**src/rtl/approx_seg_pkg.sv**
```systemverilog
// Package: approx_seg_pkg
// Shared default sizes for the segmented speculating adder.
// Assumes: the default width is a whole multiple of the default slice size.
package approx_seg_pkg;
    localparam int unsigned DEF_WIDTH = 16;
    localparam int unsigned DEF_SLICE = 4;
endpackage

```
**src/rtl/seg_prefix.sv**
```systemverilog
// Module: seg_prefix
// Parallel-prefix (Kogge-Stone style) group generate/propagate over K bits.
// grp_g[i] is the carry out of bit i for a zero carry-in at bit 0;
// grp_p[i] is 1 when bits 0..i all propagate. Depth is ceil(log2(K)) levels.
// Assumes: K >= 1.
module seg_prefix #(
    parameter int unsigned K = 4
) (
    input  logic [K-1:0] op_a,
    input  logic [K-1:0] op_b,
    output logic [K-1:0] bit_p,
    output logic [K-1:0] grp_g,
    output logic [K-1:0] grp_p
);
    localparam int unsigned LVLS = (K > 1) ? $clog2(K) : 0;

    logic [K-1:0] g_lvl [LVLS+1];
    logic [K-1:0] p_lvl [LVLS+1];

    // Purpose: bitwise generate/propagate and log-depth prefix combination.
    always_comb begin
        g_lvl[0] = op_a & op_b;
        p_lvl[0] = op_a ^ op_b;
        for (int l = 0; l < LVLS; l++) begin
            for (int i = 0; i < K; i++) begin
                if (i >= (1 << l)) begin
                    g_lvl[l+1][i] = g_lvl[l][i] | (p_lvl[l][i] & g_lvl[l][i-(1<<l)]);
                    p_lvl[l+1][i] = p_lvl[l][i] & p_lvl[l][i-(1<<l)];
                end else begin
                    g_lvl[l+1][i] = g_lvl[l][i];
                    p_lvl[l+1][i] = p_lvl[l][i];
                end
            end
        end
    end

    assign bit_p = p_lvl[0];
    assign grp_g = g_lvl[LVLS];
    assign grp_p = p_lvl[LVLS];
endmodule

```
**src/rtl/seg_slice.sv**
```systemverilog
// Module: seg_slice
// One K-bit slice: a carry predictor (own bits, zero carry-in) and a sum
// generator that takes its carry-in from the slice below.
// Assumes: spec_cin is the predicted carry of the next-lower slice (0 for slice 0).
module seg_slice #(
    parameter int unsigned K = 4
) (
    input  logic [K-1:0] op_a,
    input  logic [K-1:0] op_b,
    input  logic         spec_cin,
    output logic         pred_carry,
    output logic [K-1:0] part_sum,
    output logic         sum_carry
);
    logic [K-1:0] bp;
    logic [K-1:0] gg;
    logic [K-1:0] gp;
    logic [K:0]   carry_in_bit;

    seg_prefix #(.K(K)) i_prefix (
        .op_a  (op_a),
        .op_b  (op_b),
        .bit_p (bp),
        .grp_g (gg),
        .grp_p (gp)
    );

    // Purpose: carry into each bit from group terms plus the speculated carry-in.
    always_comb begin
        carry_in_bit[0] = spec_cin;
        for (int i = 1; i <= K; i++) begin
            carry_in_bit[i] = gg[i-1] | (gp[i-1] & spec_cin);
        end
    end

    assign pred_carry = gg[K-1];
    assign part_sum   = bp ^ carry_in_bit[K-1:0];
    assign sum_carry  = carry_in_bit[K];
endmodule

```
**src/rtl/approx_seg_adder.sv**
```systemverilog
// Module: approx_seg_adder
// Combinational N-bit approximate adder built from N/K carry-speculating slices.
// Each slice's sum uses the predicted carry of the slice below only, so no
// carry path is longer than 2K bits. cout is the top slice's sum carry.
// Assumes: N is a whole multiple of K; inputs are settled, known values.
module approx_seg_adder #(
    parameter int unsigned N = approx_seg_pkg::DEF_WIDTH,
    parameter int unsigned K = approx_seg_pkg::DEF_SLICE
) (
    input  logic [N-1:0] a,
    input  logic [N-1:0] b,
    output logic [N-1:0] sum,
    output logic         cout
);
    localparam int unsigned SEGS = N / K;

    logic [SEGS-1:0] pred_c;
    logic [SEGS-1:0] top_c;
    logic [SEGS-1:0] spec_in;

    genvar j;
    generate
        for (j = 0; j < SEGS; j++) begin : g_slice
            if (j == 0) begin : g_base
                assign spec_in[j] = 1'b0;
            end else begin : g_upper
                assign spec_in[j] = pred_c[j-1];
            end
            seg_slice #(.K(K)) i_slice (
                .op_a       (a[j*K +: K]),
                .op_b       (b[j*K +: K]),
                .spec_cin   (spec_in[j]),
                .pred_carry (pred_c[j]),
                .part_sum   (sum[j*K +: K]),
                .sum_carry  (top_c[j])
            );
        end
    endgenerate

    assign cout = top_c[SEGS-1];

    // ---------------- embedded checks ----------------
    logic [N:0] ref_sum;
    logic [N:0] got_sum;
    logic [N:0] shortfall;
    logic       long_chain;

    // Purpose: exact reference and detection of a boundary whose true carry was mispredicted.
    always_comb begin
        ref_sum    = {1'b0, a} + {1'b0, b};
        got_sum    = {cout, sum};
        shortfall  = ref_sum - got_sum;
        long_chain = 1'b0;
        for (int s = 1; s < SEGS; s++) begin
            if ((ref_sum[s*K] ^ a[s*K] ^ b[s*K]) != pred_c[s-1]) begin
                long_chain = 1'b1;
            end
        end
    end

    // Purpose: guard the adder's error bounds against the exact sum.
    always_comb begin
        assert_low_slice_exact_R1: assert (sum[K-1:0] == ref_sum[K-1:0])
            else $error("low slice differs from exact sum");
        assert_exact_if_short_R4: assert (long_chain || (got_sum == ref_sum))
            else $error("mismatch without a long carry chain");
        assert_never_above_R5: assert (got_sum <= ref_sum)
            else $error("approximate result above exact sum");
        assert_whole_slices_R5: assert (shortfall[K-1:0] == '0)
            else $error("shortfall not a multiple of slice weight");
    end
endmodule

```
**config.mk**
```make
export PLATFORM = sky130hd
export DESIGN_NAME = approx_seg_adder
export DESIGN_NICKNAME = d
export VERILOG_FILES = /design/src/rtl/approx_seg_pkg.sv /design/src/rtl/seg_prefix.sv /design/src/rtl/seg_slice.sv /design/src/rtl/approx_seg_adder.sv
export SDC_FILE = /design/constraint.sdc
export NUM_CORES = 1
export LEC_CHECK = 0
export BUFFER_PORTS_ARGS = -buffer_cell sky130_fd_sc_hd__buf_2
export CAP_MARGIN = 20
export CORE_MARGIN = 4
export CORE_UTILIZATION = 42
export DETAILED_ROUTE_END_ITERATION = 7
export PLACE_DENSITY = 0.89
export SETUP_SLACK_MARGIN = 0.2
export SLEW_MARGIN = 0
export SYNTH_ARGS = -nofsm -noshare
export SYNTH_HDL_FRONTEND = slang
export SYNTH_SLANG_ARGS = --single-unit
```
**constraint.sdc**
```tcl
create_clock -name vclk -period 2.2
set_clock_uncertainty 0.05 [all_clocks]
set_input_delay 0.22 -clock vclk [all_inputs]
set_output_delay 0.22 -clock vclk [all_outputs]
set_load 0.01 [all_outputs]
```
==> impl_metrics.tcl, run 1 <==
set metrics [dict create \
    max-cap-violations 0 \
    n_sequential_cell 0 \
    clock.fmax_mhz 509 \
    ys_types 26 \
    worstPathArrival_ps 1690 \
    multi_input_area_um2 679 \
    worst_pin_slew_ps 282 \
    start_util_pct 46.3 \
    via_per_inst 5.35 \
    synth_mux_area_share_pct 0 \
    synth_adder_area_share_pct 44.8 \
    hold_violations 0 \
    wl_um 1960 \
    path_delay_family "adder cells" \
    synthTopCellsByArea "ha_1 (32%), fa_1 (13%), xnor2_1 (9.8%)" \
    yosys-top-cells-count "ha_1 (16), xnor2_1 (7), inv_1 (6), nor2_1 (6), o21ai_0 (5)" \
    hp-class "input pin to output port" \
    drc 0 \
    fin_crit_sh_pct 89.2 \
    p_sw_share_pct 49.6 \
    intPower_w 0.000169 \
    seqCellArea_um2 0 \
    crit_path_max_fanout 2 \
    first_iter_violations 11 \
    cp_slowest_cell "fa_2" \
    grt_pass1_vias 748 \
    drtPass1Iterations 4 \
    synth_most_common_cell "ha_1" \
    p_seq_share_pct 0 \
    die-area_um2 2170 \
    synth_top_family_by_area "adder cells" \
    clkPwrFrac_pct 0 \
    rsz0062_at_grt "true" \
    wl_per_cell_um 13.9 \
    cp.buffers_inverters 3 \
    cp_cell_sequence "buf_6, ha_4, inv_2, fa_2, nor2b_4, o21ai_1, nand2b_1, fa_2, buf_6" \
    endpoint_kind "output port" \
    syn_avg_cell_area_um2 8.45 \
    areaGrowthSynthToFinish_pct 61.0 \
    synth_nets 126 \
    grt_use_total_pct 18.2 \
    core_area_um2 1350 \
    required_ps 1930 \
    portBuffers 49 \
    ctsHoldBuffers 0 \
    grt_max_degree 7 \
    status "finished, final reports clean" \
    diodes 0 \
    setup-tns-final_ps 0 \
    grt_pass1_wl_um 2950 \
    peakVddDrop_mv 0.208 \
    vias 754 \
    yosysTopAreaCell "ha_1" \
    die_h_um 46.6 \
    max_stage_delay_ps 450 \
    yosys.area.top_type_share_pct 32.0 \
    slew_violations 0 \
    p_switching_w 0.000167 \
    synthSimpleGateAreaFrac_pct 13.8 \
    p_leak_nw 0.514 \
    nFillCells 111 \
    comb_power_share_pct 100.0 \
    start_kind "input pin" \
    overflow 0 \
    synth_compound_area_share_pct 23.8 \
    ios 49 \
    antenna_left 0 \
    rows 13 \
    drive_gt1_share_pct 52.4 \
    place_hpwl_um 1570 \
    synth-xor-area-share_pct 14.0 \
    yosys_warnings 0 \
    seq_area_frac_synth_pct 0 \
    maxSlewHeadroom_pct 81.0 \
    critical_path_class "input pin to output port" \
    syn-cell-area_um2 626 \
    n_clock_buffer 0 \
    nNetsFinal 180 \
    finalSetupViolCount 0 \
    powerDensity_nw_per_um2 334 \
    fin_hold_ws_ps 696 \
    die_w_um 46.6 \
    setup_ws_ps 237 \
    antenna_found_initial 0 \
    dp_slack_ps 93.7 \
    place_congestion 0.669 \
    min_period_ps 1960 \
    syn_inst 74 \
]
## per-layer routing
layer / GRT usage [%] / routed length [µm] / share of wire [%] / vias up
met1: 20.2 / 680 / 35 / 335
met5: 0 / 0 / 0 / -
li1: - / - / - / 371
met3: 0.781 / 152 / 7.8 / 8
met2: 34.9 / 1040 / 53 / 40
met4: 7.95 / 85 / 4.3 / 0
## through the flow
stage / instance area [µm²] / instances / total power [W] / util (%)
after global routing: 1010 / 141 / 0.000374 / 74.6
after floorplan: 626 / 74 / 0.000182 / -
after global placement: 897 / 139 / 0.000285 / 66.5
after CTS: 965 / 141 / 0.000318 / 71.5
after detailed placement: 897 / 139 / 0.000295 / 66.5
final: 1010 / 141 / 0.000336 / 74.6
## path summary, 6_finish.rpt
| check | from | depth (start not counted) | slack [ps] | to |
|---|---|---|---|---|
| worst max-delay path | a[0] | 9 | 240 | sum[4] |
| worst min-delay path | b[0] | 3 | 700 | sum[0] |
## cell families (layout without fill, tap and decap cells)
group,Yosys count,count (layout)
compound gates,22,22
fa+ha+maj,20,20
simple gates,16,16
xor+xnor,10,10
buf+inv,6,58
## area by class of cell
type | count | area share [%]
tap | 15 | 1.86
multi-input combinational | 68 | 67.5
inverter | 6 | 2.24
timing repair buffer | 52 | 28.4
## power by group through the flow
stage | combinational, W | clock (W) | sequential, W
global placement | 0.000285 | 0 | 0
finish | 0.000336 | 0 | 0
global route | 0.000374 | 0 | 0
detailed placement | 0.000295 | 0 | 0
floorplan | 0.000182 | 0 | 0
CTS | 0.000318 | 0 | 0
## repair_timing
item	4_1_cts	5_1_grt
cloned	0	0
pin swaps	5	5
gates resized for setup	11	8
setup endpoints to repair	5	9
setup buffers	2	0
## cells in the final DEF, fill, tap and decap left out, types with 3 or more instances in the layout
| cell type | instances |
|---|---|
| a21oi_1 | 3 |
| buf_2 | 46 |
| buf_4 | 3 |
| buf_6 | 3 |
| ha_1 | 11 |
| ha_4 | 3 |
| inv_1 | 5 |
| nand2b_1 | 3 |
| nor2_1 | 6 |
| o21ai_0 | 3 |
| o21ai_1 | 3 |
| xnor2_1 | 7 |
| xor2_1 | 3 |
No activity file was read; power rests on OpenSTA's default activity.
==> run 2, diff against run 1 <==
==> constraint.sdc (replaced) <==
create_clock -name vclk -period 2.25
set_clock_uncertainty 0.05 [all_clocks]
set_input_delay 0.225 -clock vclk [all_inputs]
set_output_delay 0.225 -clock vclk [all_outputs]
set_load 0.01 [all_outputs]
==> run 2 against run 1 <==
Effect of this change: worst setup slack got worse by 1.2 ps; via count fell by 2.5%; routed wire length fell by 13%; global-route usage fell by 3.8 points; first-iteration DRC count fell by 18%; utilization fell by 2.7 points; critical endpoint unchanged; largest cell class unchanged.
==> impl_metrics.tcl, run 2 (same netlist as run 1, synthesis figures left out) <==
set metrics [dict create \
    hp-class "input pin to output port" \
    comb_power_share_pct 100.0 \
    grt_pass1_vias 708 \
    diodes 0 \
    die_w_um 46.6 \
    ios 49 \
    nFillCells 100 \
    critical_path_class "input pin to output port" \
    place_congestion 0.666 \
    seqCellArea_um2 0 \
    p_sw_share_pct 49.9 \
    fin_crit_sh_pct 89.5 \
    layout_common_cells "buf_2 (47), ha_1 (13), xnor2_1 (7)" \
    first_iter_violations 9 \
    final_cell_area_um2 971 \
    cp_slowest_cell "fa_1" \
    wl_per_cell_um 12.1 \
    setup-tns-final_ps 0 \
    antenna_found_initial 0 \
    status "finished, final reports clean" \
    final_common_cell "buf_2" \
    ctsHoldBuffers 0 \
    drive_gt1_share_pct 49.2 \
    cp_cell_sequence "buf_8, ha_4, inv_2, fa_2, nor2b_4, o21ai_1, nand2b_1, fa_1, buf_2" \
    die_h_um 46.6 \
    powerDensity_nw_per_um2 316 \
    overflow 0 \
    n_sequential_cell 0 \
    drc 0 \
    clock.fmax_mhz 496 \
    start_kind "input pin" \
    fin_hold_ws_ps 694 \
    intPower_w 0.000154 \
    cp.buffers_inverters 3 \
    required_ps 1980 \
    hold_violations 0 \
    max_stage_delay_ps 420 \
    multi_input_area_um2 646 \
    endpoint_kind "output port" \
    rows 13 \
    p_leak_nw 0.517 \
    max-cap-violations 0 \
    cp.depth 9 \
    hold_depth 3 \
    die-area_um2 2170 \
    path_delay_family "adder cells" \
    p_switching_w 0.000153 \
    start_util_pct 46.3 \
    p_seq_share_pct 0 \
    nNetsFinal 180 \
    vias 735 \
    grt_use_total_pct 14.5 \
    portBuffers 49 \
    slew_violations 0 \
    crit_path_max_fanout 2 \
    worst_pin_slew_ps 278 \
    n_clock_buffer 0 \
    antenna_left 0 \
    grt_max_degree 7 \
    maxSlewHeadroom_pct 81.3 \
    grt_pass1_wl_um 2440 \
    rsz0062_at_grt "true" \
    finalPower_w 0.000307 \
    wl_um 1710 \
    areaGrowthSynthToFinish_pct 55.2 \
    peakVddDrop_mv 0.180 \
    worstPathArrival_ps 1740 \
    clkPwrFrac_pct 0 \
    place_hpwl_um 1450 \
    core_area_um2 1350 \
    drtPass1Iterations 4 \
    min_period_ps 2010 \
    dpl_cell_area_um2 890 \
    via_per_inst 5.21 \
    finalSetupViolCount 0 \
]
==> run 2: cell counts in the layout (fill, tap and decap cells not counted) <==
No cell type changed its count.
==> run 2: per-layer routing <==
metal  up-vias  GRT usage [%]  share of wire, %
li1        375              -                 -
met1       327           15.2                34
met2        33           31.3                57
met3         0          0.781               9.3
met4         0          0.568                 0
met5         -              0                 0
==> run 2: power by group through the flow <==
stage	Combinational [W]	Clock (W)	Sequential, W
2_1_floorplan	0.000178	0	0
3_3_place_gp	0.000276	0	0
3_5_place_dp	0.000284	0	0
4_1_cts	0.000288	0	0
5_1_grt	0.000346	0	0
6_report	0.000307	0	0
==> run 2: layout make-up <==
| type | count | share of cell area [%] |
|---|---|---|
| inverter | 6 | 2.32 |
| multi-input combinational | 68 | 66.5 |
| tap | 15 | 1.93 |
| timing repair buffer | 52 | 29.3 |
==> run 2: metrics by stage <==
step	utilization (%)	setup slack, ps	std cells
2_1_floorplan	-	393	74
5_1_grt	71.9	137	141
3_5_place_dp	65.9	142	138
4_1_cts	66.3	176	138
6_report	71.9	236	141
3_3_place_gp	65.9	202	138
==> run 2: worst paths after layout <==
| check | slack, ps | endpoint | startpoint |
|---|---|---|---|
| worst max-delay path | 240 | sum[4] | b[0] |
| worst min-delay path | 690 | sum[0] | a[0] |
==> run 2: timing repair <==
item                                   CTS  global route
resized for setup                        2            12
pin swaps                                1             7
setup buffers                            0             3
endpoints found under the hold margin    0             0
setup endpoints to repair                4             5
